### config.mk
export PLATFORM = sky130hd
export DESIGN_NAME = stream_dma_writer
export DESIGN_NICKNAME = d
export VERILOG_FILES = /design/src/rtl/s2m_pkg.sv /design/src/rtl/s2m_pack.sv /design/src/rtl/s2m_irq.sv /design/src/rtl/s2m_seq.sv /design/src/rtl/stream_dma_writer.sv
export SDC_FILE = /design/constraint.sdc
export NUM_CORES = 1
export LEC_CHECK = 0
export BUFFER_PORTS_ARGS = -buffer_cell sky130_fd_sc_hd__buf_2
export CORE_AREA = 2 2 235 237
export DETAILED_ROUTE_END_ITERATION = 6
export DIE_AREA = 0 0 237 239
export HOLD_SLACK_MARGIN = 0.12
export PLACE_DENSITY = 0.46
export SYNTH_ARGS = -nofsm -noshare
export SYNTH_HDL_FRONTEND = slang
export SYNTH_SLANG_ARGS = --single-unit
### constraint.sdc
create_clock -name clk -period 6.6 [get_ports clk]
set_input_delay 0.33 -clock clk [delete_from_list [all_inputs] [get_ports clk]]
set_output_delay 0.33 -clock clk [all_outputs]
set_load 0.05 [all_outputs]
### src/rtl/s2m_pkg.sv
package s2m_pkg;
  localparam int DW          = 32;
  localparam int NBYTE       = DW / 8;
  localparam int LANE_W      = $clog2(NBYTE);
  localparam int DESC_WORDS  = 4;
  localparam int CNT_W       = $clog2(DESC_WORDS);

  // descriptor word indices
  localparam int W_NEXT  = 0;
  localparam int W_BUF   = 1;
  localparam int W_FLAGS = 2;
  localparam int W_AFTER = 3;

  // flags bits
  localparam int F_EOL    = 0;
  localparam int F_INTR   = 4;
  localparam int F_IN_EOP = 11;

  // context: word holding the disable bit
  localparam int CTX_FLAG_WORD = 1;
  localparam int CTX_DIS_BIT   = 15;

  // raw interrupt layout
  localparam int IRQ_W     = 4;
  localparam int IRQ_DATA0 = 0;
  localparam int IRQ_DATA1 = 1;
  localparam int IRQ_EOP   = 3;

  typedef enum logic [2:0] {
    ST_IDLE,
    ST_FETCH,
    ST_STREAM,
    ST_FLUSH,
    ST_WB_FLAGS,
    ST_WB_AFTER,
    ST_CTX
  } seq_e;
endpackage

### src/rtl/s2m_pack.sv
module s2m_pack
  import s2m_pkg::*;
(
  input  logic              clk,
  input  logic              rst_n,
  input  logic              put,
  input  logic [LANE_W-1:0] lane,
  input  logic [7:0]        din,
  input  logic              clr,
  output logic [DW-1:0]     word,
  output logic [NBYTE-1:0]  be
);
  logic [DW-1:0]    word_q, word_d;
  logic [NBYTE-1:0] be_q, be_d, hit;

  for (genvar g = 0; g < NBYTE; g++) begin : g_lane
    assign hit[g]            = put && (lane == LANE_W'(g));
    assign word_d[g*8 +: 8]  = hit[g] ? din : word_q[g*8 +: 8];
    assign be_d[g]           = hit[g] | (be_q[g] & ~clr);
  end

  always_ff @(posedge clk or negedge rst_n) begin
    if (!rst_n) begin
      word_q <= '0;
      be_q   <= '0;
    end else if (put || clr) begin
      word_q <= word_d;
      be_q   <= be_d;
    end
  end

  assign word = word_q;
  assign be   = be_q;
endmodule

### src/rtl/s2m_irq.sv
module s2m_irq
  import s2m_pkg::*;
(
  input  logic             clk,
  input  logic             rst_n,
  input  logic             set_intr,
  input  logic             set_eop,
  input  logic [IRQ_W-1:0] clear,
  input  logic [IRQ_W-1:0] mask,
  output logic [IRQ_W-1:0] raw,
  output logic             irq
);
  logic [IRQ_W-1:0] raw_q, raw_d, setv;

  always_comb begin
    setv            = '0;
    setv[IRQ_DATA0] = set_intr;
    setv[IRQ_DATA1] = set_intr;
    setv[IRQ_EOP]   = set_eop;
    raw_d           = (raw_q & ~clear) | setv;
  end

  always_ff @(posedge clk or negedge rst_n) begin
    if (!rst_n) raw_q <= '0;
    else        raw_q <= raw_d;
  end

  assign raw = raw_q;
  assign irq = |(raw_q & mask);
endmodule

### src/rtl/s2m_seq.sv
module s2m_seq
  import s2m_pkg::*;
#(
  parameter int AW = 32
) (
  input  logic              clk,
  input  logic              rst_n,
  input  logic              start,
  input  logic [AW-1:0]     start_desc,
  input  logic [AW-1:0]     start_ctx,
  input  logic              s_valid,
  input  logic              s_last,
  output logic              s_ready,
  output logic              pack_put,
  output logic [LANE_W-1:0] pack_lane,
  output logic              pack_clr,
  input  logic [DW-1:0]     pack_word,
  input  logic [NBYTE-1:0]  pack_be,
  output logic              m_req,
  output logic              m_we,
  output logic [AW-1:0]     m_addr,
  output logic [DW-1:0]     m_wdata,
  output logic [NBYTE-1:0]  m_be,
  input  logic              m_ack,
  input  logic [DW-1:0]     m_rdata,
  output logic              set_intr,
  output logic              set_eop,
  output logic              at_eol
);
  seq_e             state_q, state_d;
  logic [CNT_W-1:0] cnt_q, cnt_d;
  logic [AW-1:0]    desc_q, desc_d, ctx_q, ctx_d, next_q, next_d;
  logic [AW-1:0]    ptr_q, ptr_d, after_q, after_d, waddr_q, waddr_d;
  logic [DW-1:0]    flags_q, flags_d;
  logic             eop_q, eop_d, close_q, close_d, eol_q, eol_d;
  logic             xfer, accept, full;
  logic [AW-1:0]    ptr_inc, rd_addr;

  assign xfer    = m_req & m_ack;
  assign s_ready = (state_q == ST_STREAM);
  assign accept  = s_valid & s_ready;
  assign ptr_inc = ptr_q + AW'(1);
  assign full    = (ptr_inc == after_q);
  assign rd_addr = AW'(m_rdata);

  assign pack_put  = accept;
  assign pack_lane = ptr_q[LANE_W-1:0];
  assign at_eol    = eol_q;

  // next-state
  always_comb begin
    state_d  = state_q;
    cnt_d    = cnt_q;
    desc_d   = desc_q;
    ctx_d    = ctx_q;
    next_d   = next_q;
    ptr_d    = ptr_q;
    after_d  = after_q;
    waddr_d  = waddr_q;
    flags_d  = flags_q;
    eop_d    = eop_q;
    close_d  = close_q;
    eol_d    = eol_q;
    pack_clr = 1'b0;
    set_intr = 1'b0;
    set_eop  = 1'b0;
    case (state_q)
      ST_IDLE: if (start) begin
        desc_d  = start_desc;
        ctx_d   = start_ctx;
        eol_d   = 1'b0;
        cnt_d   = '0;
        state_d = ST_FETCH;
      end
      ST_FETCH: if (xfer) begin
        cnt_d = cnt_q + CNT_W'(1);
        case (cnt_q)
          CNT_W'(W_NEXT):  next_d  = rd_addr;
          CNT_W'(W_BUF):   ptr_d   = rd_addr;
          CNT_W'(W_FLAGS): flags_d = m_rdata;
          default: begin
            after_d = rd_addr;
            eop_d   = 1'b0;
            state_d = (rd_addr == ptr_q) ? ST_WB_FLAGS : ST_STREAM;
          end
        endcase
      end
      ST_STREAM: if (accept) begin
        waddr_d = {ptr_q[AW-1:LANE_W], {LANE_W{1'b0}}};
        ptr_d   = ptr_inc;
        if (full || s_last || (&ptr_q[LANE_W-1:0])) begin
          state_d = ST_FLUSH;
          close_d = full | s_last;
          eop_d   = s_last;
        end
      end
      ST_FLUSH: if (xfer) begin
        pack_clr = 1'b1;
        state_d  = close_q ? ST_WB_FLAGS : ST_STREAM;
      end
      ST_WB_FLAGS: if (xfer) state_d = ST_WB_AFTER;
      ST_WB_AFTER: if (xfer) begin
        set_intr = flags_q[F_INTR];
        set_eop  = eop_q;
        if (flags_q[F_EOL]) begin
          state_d = ST_CTX;
        end else begin
          desc_d  = next_q;
          cnt_d   = '0;
          state_d = ST_FETCH;
        end
      end
      ST_CTX: if (xfer) begin
        eol_d   = 1'b1;
        state_d = ST_IDLE;
      end
      default: state_d = ST_IDLE;
    endcase
  end

  // memory request decode
  always_comb begin
    m_req   = 1'b1;
    m_we    = 1'b1;
    m_addr  = desc_q;
    m_wdata = '0;
    m_be    = '1;
    case (state_q)
      ST_FETCH: begin
        m_we   = 1'b0;
        m_addr = desc_q + (AW'(cnt_q) << LANE_W);
      end
      ST_FLUSH: begin
        m_addr  = waddr_q;
        m_wdata = pack_word;
        m_be    = pack_be;
      end
      ST_WB_FLAGS: begin
        m_addr  = desc_q + AW'(W_FLAGS * NBYTE);
        m_wdata = flags_q | (DW'(eop_q) << F_IN_EOP);
      end
      ST_WB_AFTER: begin
        m_addr  = desc_q + AW'(W_AFTER * NBYTE);
        m_wdata = DW'(ptr_q);
      end
      ST_CTX: begin
        m_addr  = ctx_q + AW'(CTX_FLAG_WORD * NBYTE);
        m_wdata = DW'(1) << CTX_DIS_BIT;
        m_be    = NBYTE'(1) << (CTX_DIS_BIT / 8);
      end
      default: begin
        m_req = 1'b0;
        m_we  = 1'b0;
      end
    endcase
  end

  // registers
  always_ff @(posedge clk or negedge rst_n) begin
    if (!rst_n) begin
      state_q <= ST_IDLE;
      cnt_q   <= '0;
      desc_q  <= '0;
      ctx_q   <= '0;
      next_q  <= '0;
      ptr_q   <= '0;
      after_q <= '0;
      waddr_q <= '0;
      flags_q <= '0;
      eop_q   <= 1'b0;
      close_q <= 1'b0;
      eol_q   <= 1'b0;
    end else begin
      state_q <= state_d;
      cnt_q   <= cnt_d;
      desc_q  <= desc_d;
      ctx_q   <= ctx_d;
      next_q  <= next_d;
      ptr_q   <= ptr_d;
      after_q <= after_d;
      waddr_q <= waddr_d;
      flags_q <= flags_d;
      eop_q   <= eop_d;
      close_q <= close_d;
      eol_q   <= eol_d;
    end
  end
endmodule

### src/rtl/stream_dma_writer.sv
module stream_dma_writer
  import s2m_pkg::*;
#(
  parameter int AW = 32
) (
  input  logic             clk,
  input  logic             rst_n,
  input  logic             start,
  input  logic [AW-1:0]    start_desc,
  input  logic [AW-1:0]    start_ctx,
  input  logic             s_valid,
  input  logic [7:0]       s_data,
  input  logic             s_last,
  output logic             s_ready,
  output logic             m_req,
  output logic             m_we,
  output logic [AW-1:0]    m_addr,
  output logic [DW-1:0]    m_wdata,
  output logic [NBYTE-1:0] m_be,
  input  logic             m_ack,
  input  logic [DW-1:0]    m_rdata,
  input  logic [IRQ_W-1:0] intr_mask,
  input  logic [IRQ_W-1:0] intr_clear,
  output logic [IRQ_W-1:0] intr_raw,
  output logic             irq,
  output logic             at_eol
);
  logic              pack_put, pack_clr, set_intr, set_eop;
  logic [LANE_W-1:0] pack_lane;
  logic [DW-1:0]     pack_word;
  logic [NBYTE-1:0]  pack_be;

  s2m_seq #(.AW(AW)) u_seq (
    .clk        (clk),
    .rst_n      (rst_n),
    .start      (start),
    .start_desc (start_desc),
    .start_ctx  (start_ctx),
    .s_valid    (s_valid),
    .s_last     (s_last),
    .s_ready    (s_ready),
    .pack_put   (pack_put),
    .pack_lane  (pack_lane),
    .pack_clr   (pack_clr),
    .pack_word  (pack_word),
    .pack_be    (pack_be),
    .m_req      (m_req),
    .m_we       (m_we),
    .m_addr     (m_addr),
    .m_wdata    (m_wdata),
    .m_be       (m_be),
    .m_ack      (m_ack),
    .m_rdata    (m_rdata),
    .set_intr   (set_intr),
    .set_eop    (set_eop),
    .at_eol     (at_eol)
  );

  s2m_pack u_pack (
    .clk   (clk),
    .rst_n (rst_n),
    .put   (pack_put),
    .lane  (pack_lane),
    .din   (s_data),
    .clr   (pack_clr),
    .word  (pack_word),
    .be    (pack_be)
  );

  s2m_irq u_irq (
    .clk      (clk),
    .rst_n    (rst_n),
    .set_intr (set_intr),
    .set_eop  (set_eop),
    .clear    (intr_clear),
    .mask     (intr_mask),
    .raw      (intr_raw),
    .irq      (irq)
  );
endmodule

==> results of run 1 <==
-- area by class of cell --
type                       count  area, µm²
clock buffer                  48       1010
clock inverter                15        253
fill                        5532      34800
inverter                      31        116
multi-input combinational   1286       8620
sequential                   270       6760
tap                          704        881
timing repair buffer         289       1890
-- worst max-delay path: stages, from the launching register on --
cell and delay, ns:
dfrtp_1 0.99, nand2_1 0.53, nand2_1 0.20, ha_1 0.18, inv_1 0.06, fa_1 0.40, nand3b_1 0.34, nor4_1 0.26
buf_4 0.20, nor2b_1 0.16, xnor2_1 0.13, a21oi_1 0.08, o221ai_1 0.25, o21ai_0 0.13, a21oi_1 0.17, a21oi_1 0.06
buf_2 0.22
-- cell usage in the layout, fill, tap and decap left out, types with 20 or more instances in the layout --
cell,n
a21oi_1,99
a31oi_1,38
and3_1,21
buf_2,193
buf_4,20
clkbuf_16,37
dfrtp_1,269
dlygate4sd3_1,74
inv_1,28
mux2_2,189
mux2i_1,36
nand2_1,225
nand3_1,56
nand4_1,33
nor2_1,127
nor3_1,26
o21ai_0,113
o22ai_1,28
xnor2_1,82
xor2_1,44
-- sequential cells by signal (all words and copies together) (netlist names), 2 cells and up --
| signal | flops |
|---|---|
| u_seq.waddr_q | 30 |
| u_seq.after_q | 32 |
| u_seq.ptr_q | 32 |
| u_seq.flags_q | 32 |
| u_seq.desc_q | 32 |
| u_seq.state_q | 3 |
| u_seq.next_q | 32 |
| u_seq.ctx_q | 32 |
| u_seq.cnt_q | 2 |
| u_pack.word | 32 |
| u_irq.raw | 4 |
| u_pack.be | 4 |
-- logic make-up after synthesis --
logic type      after synthesis
xor+xnor                    126
buf+inv                     163
fa+ha+maj                    13
flops                       270
simple gates                560
compound gates              361
mux                         226
-- metal layers --
metal  share of wire  routed length (µm)  GRT usage
met2            0.45               27000      0.332
met5         0.00035                  21          0
met4           0.023                1390     0.0600
met3           0.053                3220     0.0313
met1            0.48               29000      0.305
-- stage by stage --
step	std cells	hold WS, ns	utilization	setup WS [ns]
finish	2643	0.142	0.359	1.36
global route	2643	0.136	0.359	0.928
CTS	2643	0.123	0.359	1.32
detailed placement	2506	0.386	0.322	1.93
global placement	2506	0.386	0.322	1.99
floorplan	1719	0.0344	-	1.72
-- power groups by stage --
| stage | sequential (mW) | combinational [mW] | clock, mW |
|---|---|---|---|
| 5_1_grt | 3.56 | 5.71 | 2.25 |
| 2_1_floorplan | 2.76 | 4.27 | 0 |
| 4_1_cts | 3.42 | 5.30 | 2.18 |
| 3_3_place_gp | 3.42 | 5.19 | 0 |
| 3_5_place_dp | 3.44 | 5.24 | 0 |
| 6_report | 3.44 | 5.28 | 2.12 |
-- worst max path at each step --
| stage | to | slack (ns) | cells past startpoint |
|---|---|---|---|
| after floorplan | m_addr[31] | 1.72 | 14 |
| after global placement | m_addr[22] | 1.99 | 16 |
| after detailed placement | m_addr[22] | 1.93 | 16 |
| after CTS | m_addr[22] | 1.32 | 16 |
| after global routing | m_addr[22] | 0.93 | 16 |
| final | m_addr[22] | 1.36 | 16 |
-- cells in the mapped netlist (all sizes together) (3+ instances only) --
master	instances	share of area
inv	29	0.0068
o21ai	114	0.036
o221ai	6	0.0033
nand2	226	0.053
a222oi	3	0.0019
or4	5	0.0026
o311ai	3	0.0016
a22oi	13	0.0061
o211ai	3	0.0014
and2	5	0.0020
or2	3	0.0012
xor2	44	0.024
nor2b	3	0.0012
and4	12	0.0067
buf	38	0.012
nand2b	3	0.0012
dfrtp	270	0.42
or3	9	0.0038
a21oi	102	0.032
a32oi	6	0.0033
mux2	190	0.13
o22a	7	0.0038
xnor2	82	0.045
a221o	4	0.0025
nor3	28	0.0098
o21a	7	0.0033
and3	22	0.0087
nor4	14	0.0059
clkbuf	94	0.022
ha	12	0.0094
nand3	56	0.017
nor2	130	0.030
nand4	36	0.016
o22ai	28	0.011
a221oi	3	0.0016
a31oi	38	0.015
o31ai	3	0.0014
o32ai	3	0.0016
mux2i	36	0.022
a211oi	4	0.0019
==> flow_metrics.tcl, run 1 <==
set metrics [dict create \
    synth_flop_cell "dfrtp_1" \
    drive_gt1_frac 0.249 \
    wirelength_um 60600 \
    setup-violations-final 0 \
    crit_path_end_kind "output pin" \
    die_w_um 237 \
    async_flop_share 1.00 \
    clock-sinks 270 \
    cts_buffer_depth 3 \
    yosysWarningCount 0 \
    area_growth_pct 21.9 \
    cts_tree "built" \
    fin_setup_tns_ns 0 \
    final_area_um2 19500 \
    syn_area_per_cell_um2 9.32 \
    start_util 0.295 \
    min_path_cells 2 \
    outcome "finished, final reports clean" \
    drt-initial-drc-count 1204 \
    ant_nets 0 \
    grt_pass1_vias 13900 \
    cp_max_fo 27 \
    ys_ff_latch 270 \
    synth_top_family_by_area "simple AND/OR/NAND/NOR gates" \
    max_freq_mhz 191 \
    power.share.sequential 0.317 \
    die_y_um 239 \
    antenna_found_initial 9 \
    yosys.area_share.xor_xnor 0.0689 \
    synth_cell_types 78 \
    holdCritPathClass "input port to register" \
    max_slew_margin 0.204 \
    cts_setup_buffers 0 \
    fin_crit_ns 5.24 \
    r2r_end "u_seq.after_q[8]$_DFFE_PN0P_" \
    critical_path_class "register to output pin" \
    netSwitchingFraction 0.487 \
    drc 0 \
    clock_power_share 0.196 \
    avgViaCountPerCell 5.30 \
    r2r_setup_slack_ns 2.62 \
    leakagePower_nw 8.37 \
    syn_area_um2 16000 \
    fin_crit_sh 0.793 \
    p_comb_frac 0.487 \
    slew_violations 0 \
    grt_pass1_wl_um 90600 \
    dieArea_um2 56600 \
    rows 86 \
    nets 2044 \
    grt_overflow_total 0 \
    critPathArrivalTime_ns 4.91 \
    startpoint "u_seq.state_q[2]$_DFFE_PN0P_" \
    worst_pin_slew_ns 1.19 \
    finClkSkew_ns 0.0221 \
    hold_violations 0 \
    cts_buffers 35 \
    p_per_area_nw_per_um2 556 \
    ir_worst_vdd_uv 272 \
    pin_count 195 \
    synth_cells 1719 \
    cts_root_buf "clkbuf_16" \
    dpl.hpwl_um 43600 \
    rsz0062_at_grt "false" \
    ys_seq_area_frac 0.422 \
    clk_pin_slew_ns 0.06 \
    firstDrtPassIters 5 \
    synthSimpleGateAreaFrac 0.165 \
    synth_fa_ha_area_frac 0.0106 \
    hold_start "s_data[0]" \
    grt_start_max_net_pins 144 \
    ff2ff_path_depth 5 \
    clk-insertion-delay-late_ns 0.55 \
    power.switching_mw 5.29 \
    gp_congestion 0.871 \
    synth_compound_area_frac 0.136 \
    min_to "u_pack.word[24]$_DFFE_PN0P_" \
    power_mw 10.8 \
    postCtsHoldBufs 74 \
    synth_fp_nets 1850 \
    worstPathRequired_ns 6.27 \
    intPower_mw 5.56 \
    avgRoutedWirePerCell_um 22.9 \
    synth-edff-count 0 \
    antennaDiodeCount 0 \
    fp.coreArea_um2 54300 \
    htree_levels 2 \
    reg2reg_from "u_seq.state_q[0]$_DFFE_PN0P_" \
    cap_violations 0 \
    cts_repair_resize_count 0 \
    crit_path_start_kind "register" \
    synthMuxAreaShare 0.156 \
    portBuffers 194 \
    grtUsageTotal 0.213 \
    place_area_um2 17500 \
    num_vias 14000 \
]
Power figures use the tool's default switching activity.
==> inputs of run 2 (changes only) <==
Clock period 6.6 ns to 4.9 ns, I/O delays scaled along.
==> run 2 against run 1 <==
Against the previous run:
- clock power rose by 31%
- global-route usage is 0.17 points lower
- largest power group unchanged
- hold slack about the same
- critical endpoint unchanged
- design area increased by 1.9%
- clock-buffer cell count unchanged
- die area did not move
- routed wire length is 0.23% higher
- critical path type unchanged
- flip-flop and latch count unchanged
- non-clock buffer count is 38 higher
==> flow_metrics.tcl, run 2 (synthesized netlist as in run 1, its figures left out) <==
set metrics [dict create \
    min_path_cells 2 \
    fin_util 0.366 \
    holdCritPathClass "input port to register" \
    finalWorstSetupSlack_ns 0.372 \
    place_ws_ns 0.806 \
    firstDrtPassIters 5 \
    cts_tree "built" \
    portBuffers 194 \
    cts_buffers 35 \
    dieArea_um2 56600 \
    drive_gt1_frac 0.249 \
    use_met3 0.0268 \
    ff2ff_path_depth 10 \
    layout.cells.non_filler 2680 \
    antennaDiodeCount 0 \
    cap_violations 0 \
    slew_violations 0 \
    drc 0 \
    dpl.hpwl_um 43700 \
    fin_crit_sh 0.924 \
    r2r_end "u_seq.state_q[2]$_DFFE_PN0P_" \
    crit_path_end_kind "output pin" \
    antenna_found_initial 4 \
    hold_violations 0 \
    r2r_setup_slack_ns 1.02 \
    nets 2082 \
    max_slew_margin 0.313 \
    avgViaCountPerCell 5.28 \
    grt_util_met1 0.305 \
    setup-violations-final 0 \
    outcome "finished, final reports clean" \
    reg2reg_from "u_seq.ptr_q[0]$_DFFE_PN0P_" \
    regArea_um2 6760 \
    gp_congestion 0.879 \
    min_to "u_seq.next_q[26]$_DFFE_PN0P_" \
    grt_pass1_vias 13800 \
    critPathArrivalTime_ns 4.28 \
    grt_start_max_net_pins 113 \
    final_common_cell "dfrtp_1" \
    finClkSkew_ns 0.0188 \
    htree_levels 2 \
    placed_cells 2513 \
    critical_path_class "register to output pin" \
    worst_pin_slew_ns 1.03 \
    crit_path_start_kind "register" \
    multiInputGateArea_um2 8620 \
    busiest_layer "met2" \
    p_per_area_nw_per_um2 736 \
    ir_worst_vdd_uv 332 \
    rows 86 \
    grtUsageTotal 0.211 \
    start_util 0.295 \
    area_growth_pct 24.2 \
    grt_pass1_wl_um 89900 \
    ant_nets 0 \
    num_vias 14200 \
    avgRoutedWirePerCell_um 22.7 \
    clk-insertion-delay-late_ns 0.54 \
    drt-initial-drc-count 1091 \
    fp.coreArea_um2 54300 \
    wirelength_um 60800 \
    power_mw 14.6 \
    clk_pin_slew_ns 0.05 \
    layout_common_cells "269 x dfrtp_1, 225 x nand2_1, 192 x buf_2" \
    pin_count 195 \
    cts_buffer_depth 3 \
    hold_start "m_rdata[26]" \
    cts_root_buf "clkbuf_16" \
    leakagePower_nw 8.53 \
    die_w_um 237 \
    cp_max_fo 17 \
    die_y_um 239 \
    fin_crit_ns 4.53 \
    final.fill_count 5511 \
    worstPathRequired_ns 4.66 \
    grt_overflow_total 0 \
    use_met2 0.331 \
    max_freq_mhz 221 \
    clock-sinks 270 \
]
==> run 2: cell types whose count changed in the layout (fill, tap and decap cells not counted), sizes merged <==
cell         previous run  this run
clkinv                 10         8
bufinv                  7         5
clkinvlp                1         3
inv                    28        29
buf                   215       222
dlygate4sd3            74       105
==> run 2: how the worst max path moves through the flow <==
| stage | from | end | slack [ns] | cells past startpoint |
|---|---|---|---|---|
| 5_1_grt | u_seq.state_q[0]$_DFFE_PN0P_ | m_addr[22] | -0.01 | 18 |
| 4_1_cts | u_seq.state_q[0]$_DFFE_PN0P_ | m_addr[22] | 0.22 | 18 |
| 3_3_place_gp | u_seq.state_q[0]$_DFFE_PN0P_ | m_addr[22] | 0.79 | 18 |
| 2_1_floorplan | u_seq.state_q[0]$_DFFE_PN0P_ | m_addr[31] | 0.10 | 14 |
| 6_report | u_seq.state_q[0]$_DFFE_PN0P_ | m_addr[22] | 0.37 | 18 |
| 3_5_place_dp | u_seq.state_q[0]$_DFFE_PN0P_ | m_addr[22] | 0.81 | 18 |
==> run 2: layer usage <==
metal,share of wire,up-vias
met4,0.022,0
met3,0.050,71
li1,-,6623
met5,0,-
met1,0.48,7027
met2,0.45,435
==> run 2: area by class of cell <==
class / count / share of cell area
Multi-Input combinational cell: 1286 / 0.433
Sequential cell: 270 / 0.340
Timing Repair Buffer: 327 / 0.115
Clock buffer: 48 / 0.0521
Tap cell: 704 / 0.0443
Clock inverter: 14 / 0.0104
Inverter: 31 / 0.00585
==> run 2: through the flow <==
stage          instance area (µm²)  hold slack [ns]  setup TNS, ns
2_1_floorplan                16000          -0.0506              0
3_3_place_gp                 17600            0.382              0
6_report                     19900            0.142              0
3_5_place_dp                 17600            0.398              0
4_1_cts                      19900            0.120              0
5_1_grt                      19900            0.145        -0.0119
==> run 2: report_power, final <==
group	switching (mW)	total, mW	internal [mW]	leakage, nW
Sequential	1.44	4.65	3.21	3.30
Combinational	4.66	7.21	2.55	4.63
Clock	1.03	2.78	1.74	0.606
Total	7.13	14.6	7.51	8.53
==> run 2: worst max-delay path, stage by stage, from the launching register on <==
cell and delay, ns:
dfrtp_4 0.55, inv_1 0.09, nor2_1 0.16, nand2_2 0.20, nand2_1 0.13, ha_1 0.17
inv_1 0.06, fa_1 0.40, nand3b_1 0.34, nor4_1 0.25, buf_4 0.20, nor2b_1 0.16
xnor2_1 0.13, a21oi_1 0.08, o221ai_1 0.25, o21ai_0 0.13, a21oi_1 0.17, a21oi_1 0.07
buf_2 0.22
==> run 2: what timing repair did <==
action                                  4_1_cts  5_1_grt
hold buffers                                105        0
gates resized for setup                       0        2
hold endpoints to repair                    283        0
endpoints found under the setup margin        0        2
buffers inserted                              0        0
==> inputs of run 3 (changes only) <==
Settings changed: ABC_AREA set to 1, CELL_PAD_IN_SITES_DETAIL_PLACEMENT set to 0, CELL_PAD_IN_SITES_GLOBAL_PLACEMENT set to 1, CORE_AREA 2 2 235 237 to 2 2 237 239, DIE_AREA 0 0 237 239 to 0 0 239 241, PLACE_DENSITY 0.46 to 0.6, SYNTH_HIERARCHICAL set to 1.
==> run 3 against run 2 <==
Against the previous run:
- the flow now finishes with violations (design-rule violations)
- core utilization rose by 0.53 points
- sequential share of layout area shrank 0.83 points
- die area up 1.7%
- clock-buffer cell count increased by 2
- via count rose by 20%
- hold slack improved by 0.010 ns
- area after synthesis increased by 2.5%
- non-clock buffer count is the same
- combinational power down 3.2%
- final cell count up 24%
- setup slack gained 0.17 ns
- synthesized cell count up 35%
- critical path type unchanged
- largest power group unchanged
- highest routed layer unchanged
==> flow_metrics.tcl, run 3 <==
set metrics [dict create \
    outcome "complete, but fails checks" \
    violations "design-rule violations" \
    finalWorstSetupSlack_ns 0.541 \
    avgViaCountPerCell 5.12 \
    yosysWarningCount 6 \
    ys_seq_area_frac 0.411 \
    slew_violations 0 \
    worstPathRequired_ns 4.66 \
    max_freq_mhz 229 \
    die_w_um 239 \
    ys_ff_latch 270 \
    synth_cell_types 59 \
    avgRoutedWirePerCell_um 20.7 \
    ant_nets 0 \
    use_met3 0.0272 \
    start_util 0.299 \
    clock-sinks 270 \
    gp_congestion 0.944 \
    hold_violations 0 \
    fin_crit_sh 0.890 \
    clk_pin_slew_ns 0.06 \
    leakagePower_nw 9.47 \
    fin_crit_ns 4.36 \
    critPathArrivalTime_ns 4.11 \
    area_growth_pct 24.2 \
    final_common_cell "nand2_1" \
    crit_path_end_kind "output pin" \
    grt_overflow_total 0 \
    async_flop_share 1.00 \
    cts_buffer_depth 3 \
    cap_violations 0 \
    fin_setup_tns_ns 0 \
    crit_path_start_kind "register" \
    finClkSkew_ns 0.0261 \
    synthTopCellsByCount "758 x nand2_1, 270 x dfrtp_1, 212 x inv_1, 212 x o21ai_0, 188 x nor2_1" \
    grt_pass1_vias 16400 \
    wirelength_um 68500 \
    ir_worst_vdd_uv 312 \
    fp.coreArea_um2 54900 \
    p_per_area_nw_per_um2 684 \
    final.fill_count 5869 \
    grt_pass1_wl_um 102000 \
    yosysMostFrequentCell "nand2_1" \
    cts_root_buf "clkbuf_16" \
    cpMaxStageDelayCell "fa_1" \
    synth_cells 2316 \
    die_y_um 241 \
    portBuffers 194 \
    antenna_found_initial 0 \
    place_ws_ns 1.16 \
    busiest_layer "met2" \
    max_slew_margin 0.268 \
    num_vias 17000 \
    crit_chain "inv_1, nor2_2, buf_4, inv_2, nor2_2, inv_2, nand2_1, ha_1, inv_1, fa_1, nor3_1, inv_1, nor2_1, inv_1, nor2_1, nand2_1, o21ai_0, a21oi_1, a311oi_1, o21ai_0, buf_2" \
    drc 4 \
    dpl.hpwl_um 50500 \
    syn_area_um2 16400 \
    grt_util_met1 0.332 \
    rsz0062_at_grt "false" \
    grtUsageTotal 0.236 \
    crit_path_frequent_cell "inv_1" \
    cts_buffers 36 \
    rows 86 \
    synth_top_cell_by_area "dfrtp_1" \
    syn_area_per_cell_um2 7.09 \
    synth-edff-count 0 \
    htree_levels 2 \
    layout_common_cells "758 x nand2_1, 270 x dfrtp_1, 212 x o21ai_0" \
    nets 2713 \
    critical_path_class "register to output pin" \
    max_stage_delay_ns 0.45 \
    use_met2 0.377 \
    dieArea_um2 57600 \
    drt-initial-drc-count 1546 \
    grt_start_max_net_pins 111 \
    clk-insertion-delay-late_ns 0.57 \
    firstDrtPassIters 7 \
    synth_flop_cell "dfrtp_1" \
    pin_count 195 \
    drive_gt1_frac 0.134 \
    setup-violations-final 0 \
    holdCritPathClass "input port to register" \
    yosys-top-cells-area "dfrtp_1 41%, nand2_1 17%, o21ai_0 6.5%" \
    cts_tree "built" \
    synth_fp_nets 2444 \
    cp_max_fo 14 \
    worst_pin_slew_ns 1.10 \
    synth_top_area_frac 0.411 \
]
run 3: cell types whose count changed after synthesis, sizes merged, moves of 73 or more:
cell and change:
o21ai +138, nand3 +73, nand2 +544, inv +193
mux2 -190, xnor2 -78, nor2 +82
run 3: area by class of cell:
cell class	instances	area, µm²	share of cell area
multi-input cells	1725	8370	0.410
flip-flops and latches	270	6760	0.331
repair buffers	327	2330	0.114
clock buffers	50	1020	0.0503
well taps	704	881	0.0432
inverters	225	858	0.0421
clock inverters	12	174	0.00853
diodes	1	2.50	0.000123
run 3: cell families after synthesis:
logic type | Yosys count | share of synthesized area
AOI/OAI and AO/OA | 463 | 0.161
xor gates and xnor gates | 16 | 0.00853
adders and majority gates | 10 | 0.00808
buffers and inverters | 321 | 0.0804
DFF | 270 | 0.411
and+or+nand+nor | 1236 | 0.330
run 3: worst paths after layout:
kind / startpoint / end / slack, ns / cells past startpoint
worst max-delay path: u_seq/state_q[0]$_DFFE_PN0P_ / m_addr[30] / 0.54 / 21
worst min-delay path: start / u_seq/at_eol$_DFFE_PN0P_ / 0.15 / 4
worst max register to register: u_seq/state_q[0]$_DFFE_PN0P_ / u_seq/ptr_q[25]$_DFFE_PN0P_ / 1.66 / 12
worst min register to register: u_pack/word[13]$_DFFE_PN0P_ / u_pack/word[13]$_DFFE_PN0P_ / 0.47 / 2
max in group asynchronous: rst_n / u_seq/desc_q[26]$_DFFE_PN0P_ / 3.40 / 3
min in group asynchronous: rst_n / u_seq/at_eol$_DFFE_PN0P_ / 0.31 / 2
run 3: critical path, delay by kind of cell (launching register included):
family          cells  cell delay (ns)
buf+inv             8             1.00
simple gates        7             0.92
fa+ha+maj           2             0.60
compound gates      4             0.59
flops               1             0.43
run 3: per-stage QoR:
stage                     instance area (µm²)  power [mW]  cells  utilization  hold slack [ns]
after floorplan                         16400        8.85   2316            -          -0.0506
after CTS                               20400        14.0   3313        0.372            0.126
final                                   20400        13.9   3314        0.372            0.153
after detailed placement                18100        11.1   3141        0.330            0.337
after global placement                  18100        11.1   3141        0.330            0.337
after global routing                    20400        14.9   3313        0.372            0.156
run 3: routing by layer:
layer / routed length (µm) / vias up / part of all wire
met3: 3600 / 102 / 0.053
met2: 30900 / 517 / 0.45
met5: 0 / - / 0
met4: 2080 / 0 / 0.030
li1: - / 8238 / -
met1: 31900 / 8115 / 0.47
run 3: repair_timing:
| action | in CTS | in global routing |
|---|---|---|
| hold buffers | 110 | 0 |
| gates resized for setup | 0 | 0 |
| setup endpoints to repair | 0 | 0 |
| hold endpoints to repair | 288 | 0 |
| setup buffers | 0 | 0 |
run 3: power breakdown:
| group | internal (mW) | total [mW] | switching, mW | leakage (nW) |
|---|---|---|---|---|
| Clock | 1.67 | 2.74 | 1.07 | 0.587 |
| Sequential | 3.21 | 4.23 | 1.02 | 3.42 |
| Combinational | 1.97 | 6.98 | 5.01 | 5.46 |
